$ cat src/rtl/cr_pkg.sv
package cr_pkg;

  localparam logic [3:0] OP_LOAD = 4'h0;
  localparam logic [3:0] OP_FCOPY = 4'h1;
  localparam logic [3:0] OP_XMOVE = 4'h2;

  // Strobes from the decoder to the datapath
  typedef struct packed {
    logic       wrAll;
    logic       copyField;
    logic       xerMove;
    logic       bitOp;
    logic [2:0] fn;
  } crStrobe_t;

  function automatic logic crBitFn(input logic [2:0] fn, input logic a, input logic b);
    case (fn)
      3'd0: crBitFn = a & b;
      3'd1: crBitFn = a & ~b;
      3'd2: crBitFn = a | b;
      3'd3: crBitFn = a | ~b;
      3'd4: crBitFn = a ^ b;
      3'd5: crBitFn = ~(a & b);
      3'd6: crBitFn = ~(a | b);
      default: crBitFn = ~(a ^ b);
    endcase
  endfunction

endpackage

$ cat src/rtl/cr_ctrl.sv
module cr_ctrl
  import cr_pkg::*;
(
  input  logic       clk,
  input  logic       rst,
  input  logic       opValid,
  input  logic [3:0] opCode,
  output crStrobe_t  stb
);

  always_comb begin
    stb           = '0;
    stb.fn        = opCode[2:0];
    if (opValid) begin
      stb.bitOp     = opCode[3];
      stb.wrAll     = (opCode == OP_LOAD);
      stb.copyField = (opCode == OP_FCOPY);
      stb.xerMove   = (opCode == OP_XMOVE);
    end
  end

  // at most one datapath action per cycle, none without a strobe
  p_single_action_r10: assert property (@(posedge clk) disable iff (rst)
    $onehot0({stb.wrAll, stb.copyField, stb.xerMove, stb.bitOp}));

  p_idle_quiet_r10: assert property (@(posedge clk) disable iff (rst)
    !opValid |-> !(stb.wrAll | stb.copyField | stb.xerMove | stb.bitOp));

endmodule

$ cat src/rtl/cr_datapath.sv
module cr_datapath
  import cr_pkg::*;
#(
  parameter int CR_W    = 32,
  parameter int FIELD_W = 4,
  parameter int XER_W   = 32,
  parameter int STAT_N  = 3,
  parameter int SEL_W   = 5
) (
  input  logic             clk,
  input  logic             rst,
  input  crStrobe_t        stb,
  input  logic [CR_W-1:0]  opData,
  input  logic [SEL_W-1:0] selA,
  input  logic [SEL_W-1:0] selB,
  input  logic [SEL_W-1:0] selD,
  input  logic             xerWrEn,
  input  logic [XER_W-1:0] xerWrData,
  output logic [CR_W-1:0]  crQ,
  output logic [XER_W-1:0] xerQ
);

  localparam int NUM_FIELDS = CR_W / FIELD_W;
  localparam int FSEL_W     = $clog2(NUM_FIELDS);
  localparam logic [CR_W-1:0] MSB_ONE = {1'b1, {(CR_W-1){1'b0}}};

  logic [FSEL_W-1:0]  srcIdx, dstIdx;
  logic [FIELD_W-1:0] srcField, newField;
  logic [CR_W-1:0]    fieldMerged, bitMerged, crNext, maskA, maskB, maskD, fieldMask;
  logic [XER_W-1:0]   xerNext;
  logic               bitA, bitB, bitRes;

  assign srcIdx = selA[FSEL_W-1:0];
  assign dstIdx = selD[FSEL_W-1:0];

  // Big-endian bit masks: index 0 is the MSB
  assign maskA = MSB_ONE >> selA;
  assign maskB = MSB_ONE >> selB;
  assign maskD = MSB_ONE >> selD;

  assign bitA   = |(crQ & maskA);
  assign bitB   = |(crQ & maskB);
  assign bitRes = crBitFn(stb.fn, bitA, bitB);
  assign bitMerged = bitRes ? (crQ | maskD) : (crQ & ~maskD);

  always_comb begin
    srcField = '0;
    for (int i = 0; i < NUM_FIELDS; i++) begin
      if (srcIdx == FSEL_W'(i))
        srcField = crQ[(NUM_FIELDS-1-i)*FIELD_W +: FIELD_W];
    end
  end

  assign newField = stb.xerMove ? {xerQ[XER_W-1 -: STAT_N], {(FIELD_W-STAT_N){1'b0}}}
                                : srcField;

  // One replacement lane per field, field 0 at the top nibble
  for (genvar g = 0; g < NUM_FIELDS; g++) begin : gField
    localparam int LO = (NUM_FIELDS-1-g)*FIELD_W;
    assign fieldMerged[LO +: FIELD_W] = (dstIdx == FSEL_W'(g)) ? newField
                                                              : crQ[LO +: FIELD_W];
    assign fieldMask[LO +: FIELD_W]   = {FIELD_W{dstIdx == FSEL_W'(g)}};
  end

  always_comb begin
    crNext = crQ;
    if (stb.wrAll)                        crNext = opData;
    else if (stb.copyField | stb.xerMove) crNext = fieldMerged;
    else if (stb.bitOp)                   crNext = bitMerged;
  end

  always_comb begin
    xerNext = xerQ;
    if (xerWrEn)          xerNext = xerWrData;
    else if (stb.xerMove) xerNext = {{STAT_N{1'b0}}, xerQ[XER_W-STAT_N-1:0]};
  end

  always_ff @(posedge clk) begin
    if (rst) begin
      crQ  <= '0;
      xerQ <= '0;
    end else begin
      crQ  <= crNext;
      xerQ <= xerNext;
    end
  end

  p_reset_zero_r1: assert property (@(posedge clk)
    rst |=> (crQ == '0 && xerQ == '0));

  p_load_exact_r2: assert property (@(posedge clk) disable iff (rst)
    stb.wrAll |=> crQ == $past(opData));

  p_bitop_one_bit_r6: assert property (@(posedge clk) disable iff (rst)
    stb.bitOp |=> ((crQ ^ $past(crQ)) & ~$past(maskD)) == '0);

  p_copy_one_field_r6: assert property (@(posedge clk) disable iff (rst)
    (stb.copyField | stb.xerMove) |=> ((crQ ^ $past(crQ)) & ~$past(fieldMask)) == '0);

  p_status_cleared_r9: assert property (@(posedge clk) disable iff (rst)
    (stb.xerMove && !xerWrEn) |=> xerQ[XER_W-1 -: STAT_N] == '0);

  p_xer_write_r11: assert property (@(posedge clk) disable iff (rst)
    xerWrEn |=> xerQ == $past(xerWrData));

  p_hold_r10: assert property (@(posedge clk) disable iff (rst)
    !(stb.wrAll | stb.copyField | stb.xerMove | stb.bitOp) |=> $stable(crQ));

endmodule

$ cat src/rtl/cr_logic_unit.sv
module cr_logic_unit
  import cr_pkg::*;
#(
  parameter int CR_W    = 32,
  parameter int FIELD_W = 4,
  parameter int XER_W   = 32,
  parameter int SEL_W   = 5
) (
  input  logic             clk,
  input  logic             rst,
  input  logic             opValid,
  input  logic [3:0]       opCode,
  input  logic [CR_W-1:0]  opData,
  input  logic [SEL_W-1:0] selA,
  input  logic [SEL_W-1:0] selB,
  input  logic [SEL_W-1:0] selD,
  input  logic             xerWrEn,
  input  logic [XER_W-1:0] xerWrData,
  output logic [CR_W-1:0]  crOut,
  output logic [XER_W-1:0] xerOut
);

  crStrobe_t stb;

  cr_ctrl uCtrl (
    .clk     (clk),
    .rst     (rst),
    .opValid (opValid),
    .opCode  (opCode),
    .stb     (stb)
  );

  cr_datapath #(
    .CR_W    (CR_W),
    .FIELD_W (FIELD_W),
    .XER_W   (XER_W),
    .STAT_N  (3),
    .SEL_W   (SEL_W)
  ) uDp (
    .clk       (clk),
    .rst       (rst),
    .stb       (stb),
    .opData    (opData),
    .selA      (selA),
    .selB      (selB),
    .selD      (selD),
    .xerWrEn   (xerWrEn),
    .xerWrData (xerWrData),
    .crQ       (crOut),
    .xerQ      (xerOut)
  );

endmodule

$ cat config.mk
export PLATFORM = sky130hd
export DESIGN_NAME = cr_logic_unit
export DESIGN_NICKNAME = d
export VERILOG_FILES = /design/src/rtl/cr_pkg.sv /design/src/rtl/cr_ctrl.sv /design/src/rtl/cr_datapath.sv /design/src/rtl/cr_logic_unit.sv
export SDC_FILE = /design/constraint.sdc
export NUM_CORES = 1
export LEC_CHECK = 0
export ABC_CLOCK_PERIOD_IN_PS = 4000
export BUFFER_PORTS_ARGS = -buffer_cell sky130_fd_sc_hd__buf_2
export CAP_MARGIN = 10
export CORE_ASPECT_RATIO = 1.1
export CORE_MARGIN = 2
export CORE_UTILIZATION = 40
export CTS_CLUSTER_SIZE = 24
export DETAILED_ROUTE_END_ITERATION = 16
export HOLD_SLACK_MARGIN = 0.02
export PLACE_DENSITY = 0.65
export SLEW_MARGIN = 0
export SYNTH_ARGS = -nofsm -noshare
export SYNTH_HDL_FRONTEND = slang
export SYNTH_SLANG_ARGS = --single-unit
$ cat constraint.sdc
create_clock -name clk -period 4 [get_ports clk]
set_input_delay 0.4 -clock clk [delete_from_list [all_inputs] [get_ports clk]]
set_output_delay 0.4 -clock clk [all_outputs]
set_load 0.02 [all_outputs]
==> impl_metrics.py <==
metrics = {
    "status": {
        "result_of_the_run": "complete, no violations",
    },
    "logic_synthesis": {
        "synth_top_family_by_area": "compound AO/OA/AOI/OAI gates",
        "netlist_area_mm2": 0.00463,
        "synth.ff_latch_count": 64,
        "parity_gate_share_of_the_synthesized_area_counting_xor_and_xnor_cells_pct": 0.189,
        "postSynthCellCount": 578,
        "synthDistinctLibCells": 61,
        "post_synth_mux_area_share_pct": 13.1,
        "synth_sequential_area_ratio_pct": 27.7,
        "synth.yosys.warnings": 0,
        "post_synth_and_or_nand_nor_area_fraction_pct": 25.0,
        "synth-edff-count": 0,
        "average_size_of_a_mapped_cell_um2": 8.01,
        "synth_fa_ha_area_share_pct": 1.08,
        "postSynthNetCount": 669,
        "synth-compound-area-share_pct": 28.5,
        "synth_top_flop_cell": "sky130_fd_sc_hd__dfxtp_1",
        "synth-async-reset-ratio_pct": 0,
    },
    "cts": {
        "post-cts-setup-buffers": 0,
        "clkLatencyLatePin_ns": 0.33,
        "cts_tree": "done",
        "post_cts_resize_count": 0,
        "cts.sinks": 64,
        "clock_pin_slew_worst_setup_and_hold_paths_ns": 0.05,
        "tritoncts.num_buffers": 9,
        "cell_at_the_root_of_the_clock_tree": "sky130_fd_sc_hd__clkbuf_16",
        "clk_path_buf_depth": 2,
        "h-tree-depth": 3,
        "cts.hold.buffers_added": 0,
    },
    "setup_path": {
        "crit_path_top_delay_cell": "sky130_fd_sc_hd__o32a_4",
        "worst-path-max-fanout": 8,
        "timing.critical_path.arrival_ns": 3.72,
        "crit_path_leading_delay_family": "compound AO/OA/AOI/OAI gates",
        "setup.worst_path.start_class": "register",
        "critPathMostFrequentCell": "sky130_fd_sc_hd__a21oi_1",
        "slowest_delay_ns": 0.43,
        "critical_path_buf_inv_count": 0,
        "timing.critical_path.to_type": "register",
        "class_of_the_most_critical_setup_path": "reg2reg",
        "critPathRequiredTime_ns": 4.23,
        "critical_path_cell_list": "mux2_2 > a32oi_1 > o2111ai_1 > a21oi_1 > a21oi_1 > o21a_1 > ha_1 > nor2b_1 > o21ba_1 > o32a_4 > nor3_4 > a21oi_1 > o41ai_2",
    },
    "flow_run": {
        "drv_cap": 0,
    },
    "timing": {
        "relSlewSlack_pct": 20.9,
        "final.setup.tns_ns": 0,
        "timing.final.max_slew_violations": 0,
        "min_period_ns": 3.50,
        "worst_slack_ns": 0.502,
        "fin_skew_ns": 0.00650,
        "timing.final.crit_share_pct": 87.4,
        "finalHoldViolations": 0,
        "tightest_slew_ns": 1.19,
        "final-setup-viol-count": 0,
        "grt_setup_unrepaired": "no",
        "fmaxAchievable_mhz": 286,
    },
    "global_route": {
        "overall_global_routing_resource_usage_pct": 25.7,
        "grt_first_pass_wirelength_um": 24900,
        "leftover_overflow_at_the_end_of_global_routing": 0,
        "grt_pass1_vias": 4604,
        "grt_max_degree": 66,
        "initial_antenna_violation_count": 0,
    },
    "cells_and_area": {
        "synthToLayoutAreaGrowth_pct": 24.2,
        "num-fill-cells": 1143,
        "layout.nets": 798,
        "layout-drive-gt1-share_pct": 30.2,
        "finalCoreUtilization_pct": 50.5,
        "n_antenna_cell": 0,
        "sequential_cell_area_mm2": 0.00128,
        "multi_input_logic_area_mm2": 0.00314,
    },
    "die": {
        "die_x_um": 107,
        "die_area_mm2": 0.0125,
        "core-area_mm2": 0.0114,
        "die_y_um": 117,
        "num_rows": 41,
        "start_util_pct": 40.7,
        "pin_count": 151,
    },
    "power": {
        "max-vdd-ir-drop_uv": 172,
        "static-leakage-power_nw": 2.49,
        "power.density_mw_per_mm2": 296,
    },
    "detailed_routing": {
        "detail_route.drc_violations": 0,
        "finalWirelength_um": 16300,
        "final_antenna_net_count": 0,
        "routed_wire_length_per_instance_um": 19.0,
        "routed_via_density": 5.84,
        "detailedRoute.firstIterationViolations": 430,
        "detailroute.via_count": 5031,
        "drt_pre_antenna_iters": 6,
    },
    "placed_design": {
        "replace_congestion": 0.959,
        "buffer_ports.inserted": 150,
        "dpl.hpwl_um": 12500,
        "preCtsSetupSlack_ns": 0.209,
    },
    "worst_hold_path": {
        "min_path_type": "in2reg",
        "hold_path.startpoint": "xerWrData[30]",
    },
}
[path summary, 6_finish.rpt]
kind | end | slack (ns) | depth (start not counted)
setup / recovery | register | 0.50 | 13
hold / removal | uDp.xerQ[30] | 0.31 | 3
setup reg to reg | register | 0.50 | 13
hold reg to reg | uDp.xerQ[18] | 0.49 | 2
[placed cells by master, fill, tap and decap left out, types with 3 or more instances in the layout]
| cell type | n |
|---|---|
| sky130_fd_sc_hd__o21ai_1 | 15 |
| sky130_fd_sc_hd__mux4_2 | 4 |
| sky130_fd_sc_hd__nand3b_1 | 30 |
| sky130_fd_sc_hd__nor2_1 | 105 |
| sky130_fd_sc_hd__a211oi_1 | 3 |
| sky130_fd_sc_hd__o31ai_1 | 6 |
| sky130_fd_sc_hd__clkbuf_16 | 9 |
| sky130_fd_sc_hd__nor3_1 | 10 |
| sky130_fd_sc_hd__o22ai_1 | 3 |
| sky130_fd_sc_hd__buf_2 | 150 |
| sky130_fd_sc_hd__mux2i_1 | 46 |
| sky130_fd_sc_hd__clkinvlp_4 | 4 |
| sky130_fd_sc_hd__buf_4 | 12 |
| sky130_fd_sc_hd__or2_2 | 4 |
| sky130_fd_sc_hd__a221oi_1 | 3 |
| sky130_fd_sc_hd__or3_1 | 4 |
| sky130_fd_sc_hd__nor3_4 | 4 |
| sky130_fd_sc_hd__and2_1 | 4 |
| sky130_fd_sc_hd__o41ai_1 | 7 |
| sky130_fd_sc_hd__o41ai_2 | 17 |
| sky130_fd_sc_hd__a21boi_1 | 7 |
| sky130_fd_sc_hd__nand2_1 | 21 |
| sky130_fd_sc_hd__a22oi_1 | 3 |
| sky130_fd_sc_hd__a31oi_1 | 3 |
| sky130_fd_sc_hd__dfxtp_1 | 64 |
| sky130_fd_sc_hd__o32ai_1 | 3 |
| sky130_fd_sc_hd__a21o_1 | 3 |
| sky130_fd_sc_hd__o21ai_0 | 40 |
| sky130_fd_sc_hd__and3b_1 | 3 |
| sky130_fd_sc_hd__inv_1 | 7 |
| sky130_fd_sc_hd__nand2b_1 | 6 |
| sky130_fd_sc_hd__mux2_2 | 5 |
| sky130_fd_sc_hd__nor2b_1 | 12 |
| sky130_fd_sc_hd__nor3b_1 | 3 |
| sky130_fd_sc_hd__nand3_1 | 10 |
| sky130_fd_sc_hd__o21bai_1 | 8 |
| sky130_fd_sc_hd__ha_1 | 4 |
| sky130_fd_sc_hd__a21oi_1 | 38 |
[stage by stage]
stage	power (W)	cells	cell area, µm²	hold WS (ns)
5_1_grt	0.00178	861	5750	0.310
3_3_place_gp	0.000993	846	5480	0.471
2_1_floorplan	0.000890	578	4630	0.543
6_report	0.00170	861	5750	0.307
4_1_cts	0.00171	861	5750	0.299
3_5_place_dp	0.000999	846	5480	0.481
[tightest hold or removal path: stages]
cell                      delay [ns]
sky130_fd_sc_hd__buf_2          0.08
sky130_fd_sc_hd__a21oi_1        0.05
sky130_fd_sc_hd__nor2_1         0.07
[cells by family (layout without fill, tap and decap cells)]
logic type / Yosys count / in the layout
mux: 55 / 55
flops: 64 / 64
simple gates: 223 / 223
compound gates: 180 / 180
buf+inv: 51 / 184
fa+ha+maj: 4 / 4
xor+xnor: 1 / 1
[synthesized netlist by cell type, drive strengths merged, types with 12 or more instances]
cell | n | area [µm²]
nand3b | 30 | 225
nor3 | 14 | 115
nor2 | 105 | 394
o21ai | 55 | 275
buf | 18 | 82.6
nand2 | 21 | 78.8
clkbuf | 26 | 97.6
dfxtp | 64 | 1280
a21oi | 40 | 208
o41ai | 24 | 338
nor2b | 12 | 75.1
mux2i | 46 | 460
[final cells by class]
class                   count  share of cell area [%]
well taps                 150                    3.26
clock buffers               9                    3.92
repair buffers            162                    14.6
multi-input cells         463                    54.6
flip-flops and latches     64                    22.3
inverters                   7                   0.457
clock inverters             6                   0.827
[layer usage]
| metal | routed length [µm] | track usage (%) |
|---|---|---|
| met1 | 6810 | 34.6 |
| met2 | 7670 | 41.1 |
| met3 | 1290 | 3.77 |
| met4 | 550 | 11.6 |
| met5 | 0 | 0 |
[power breakdown]
| part | switching (W) | internal, W | leakage [nW] | total [W] |
|---|---|---|---|---|
| logic | 0.000198 | 0.000122 | 1.85 | 0.000320 |
| registers | 0.0000117 | 0.000658 | 0.522 | 0.000669 |
| clock network | 0.000298 | 0.000417 | 0.120 | 0.000715 |
| total | 0.000507 | 0.00120 | 2.49 | 0.00170 |
Note: power is estimated with default switching activity, not from simulation.
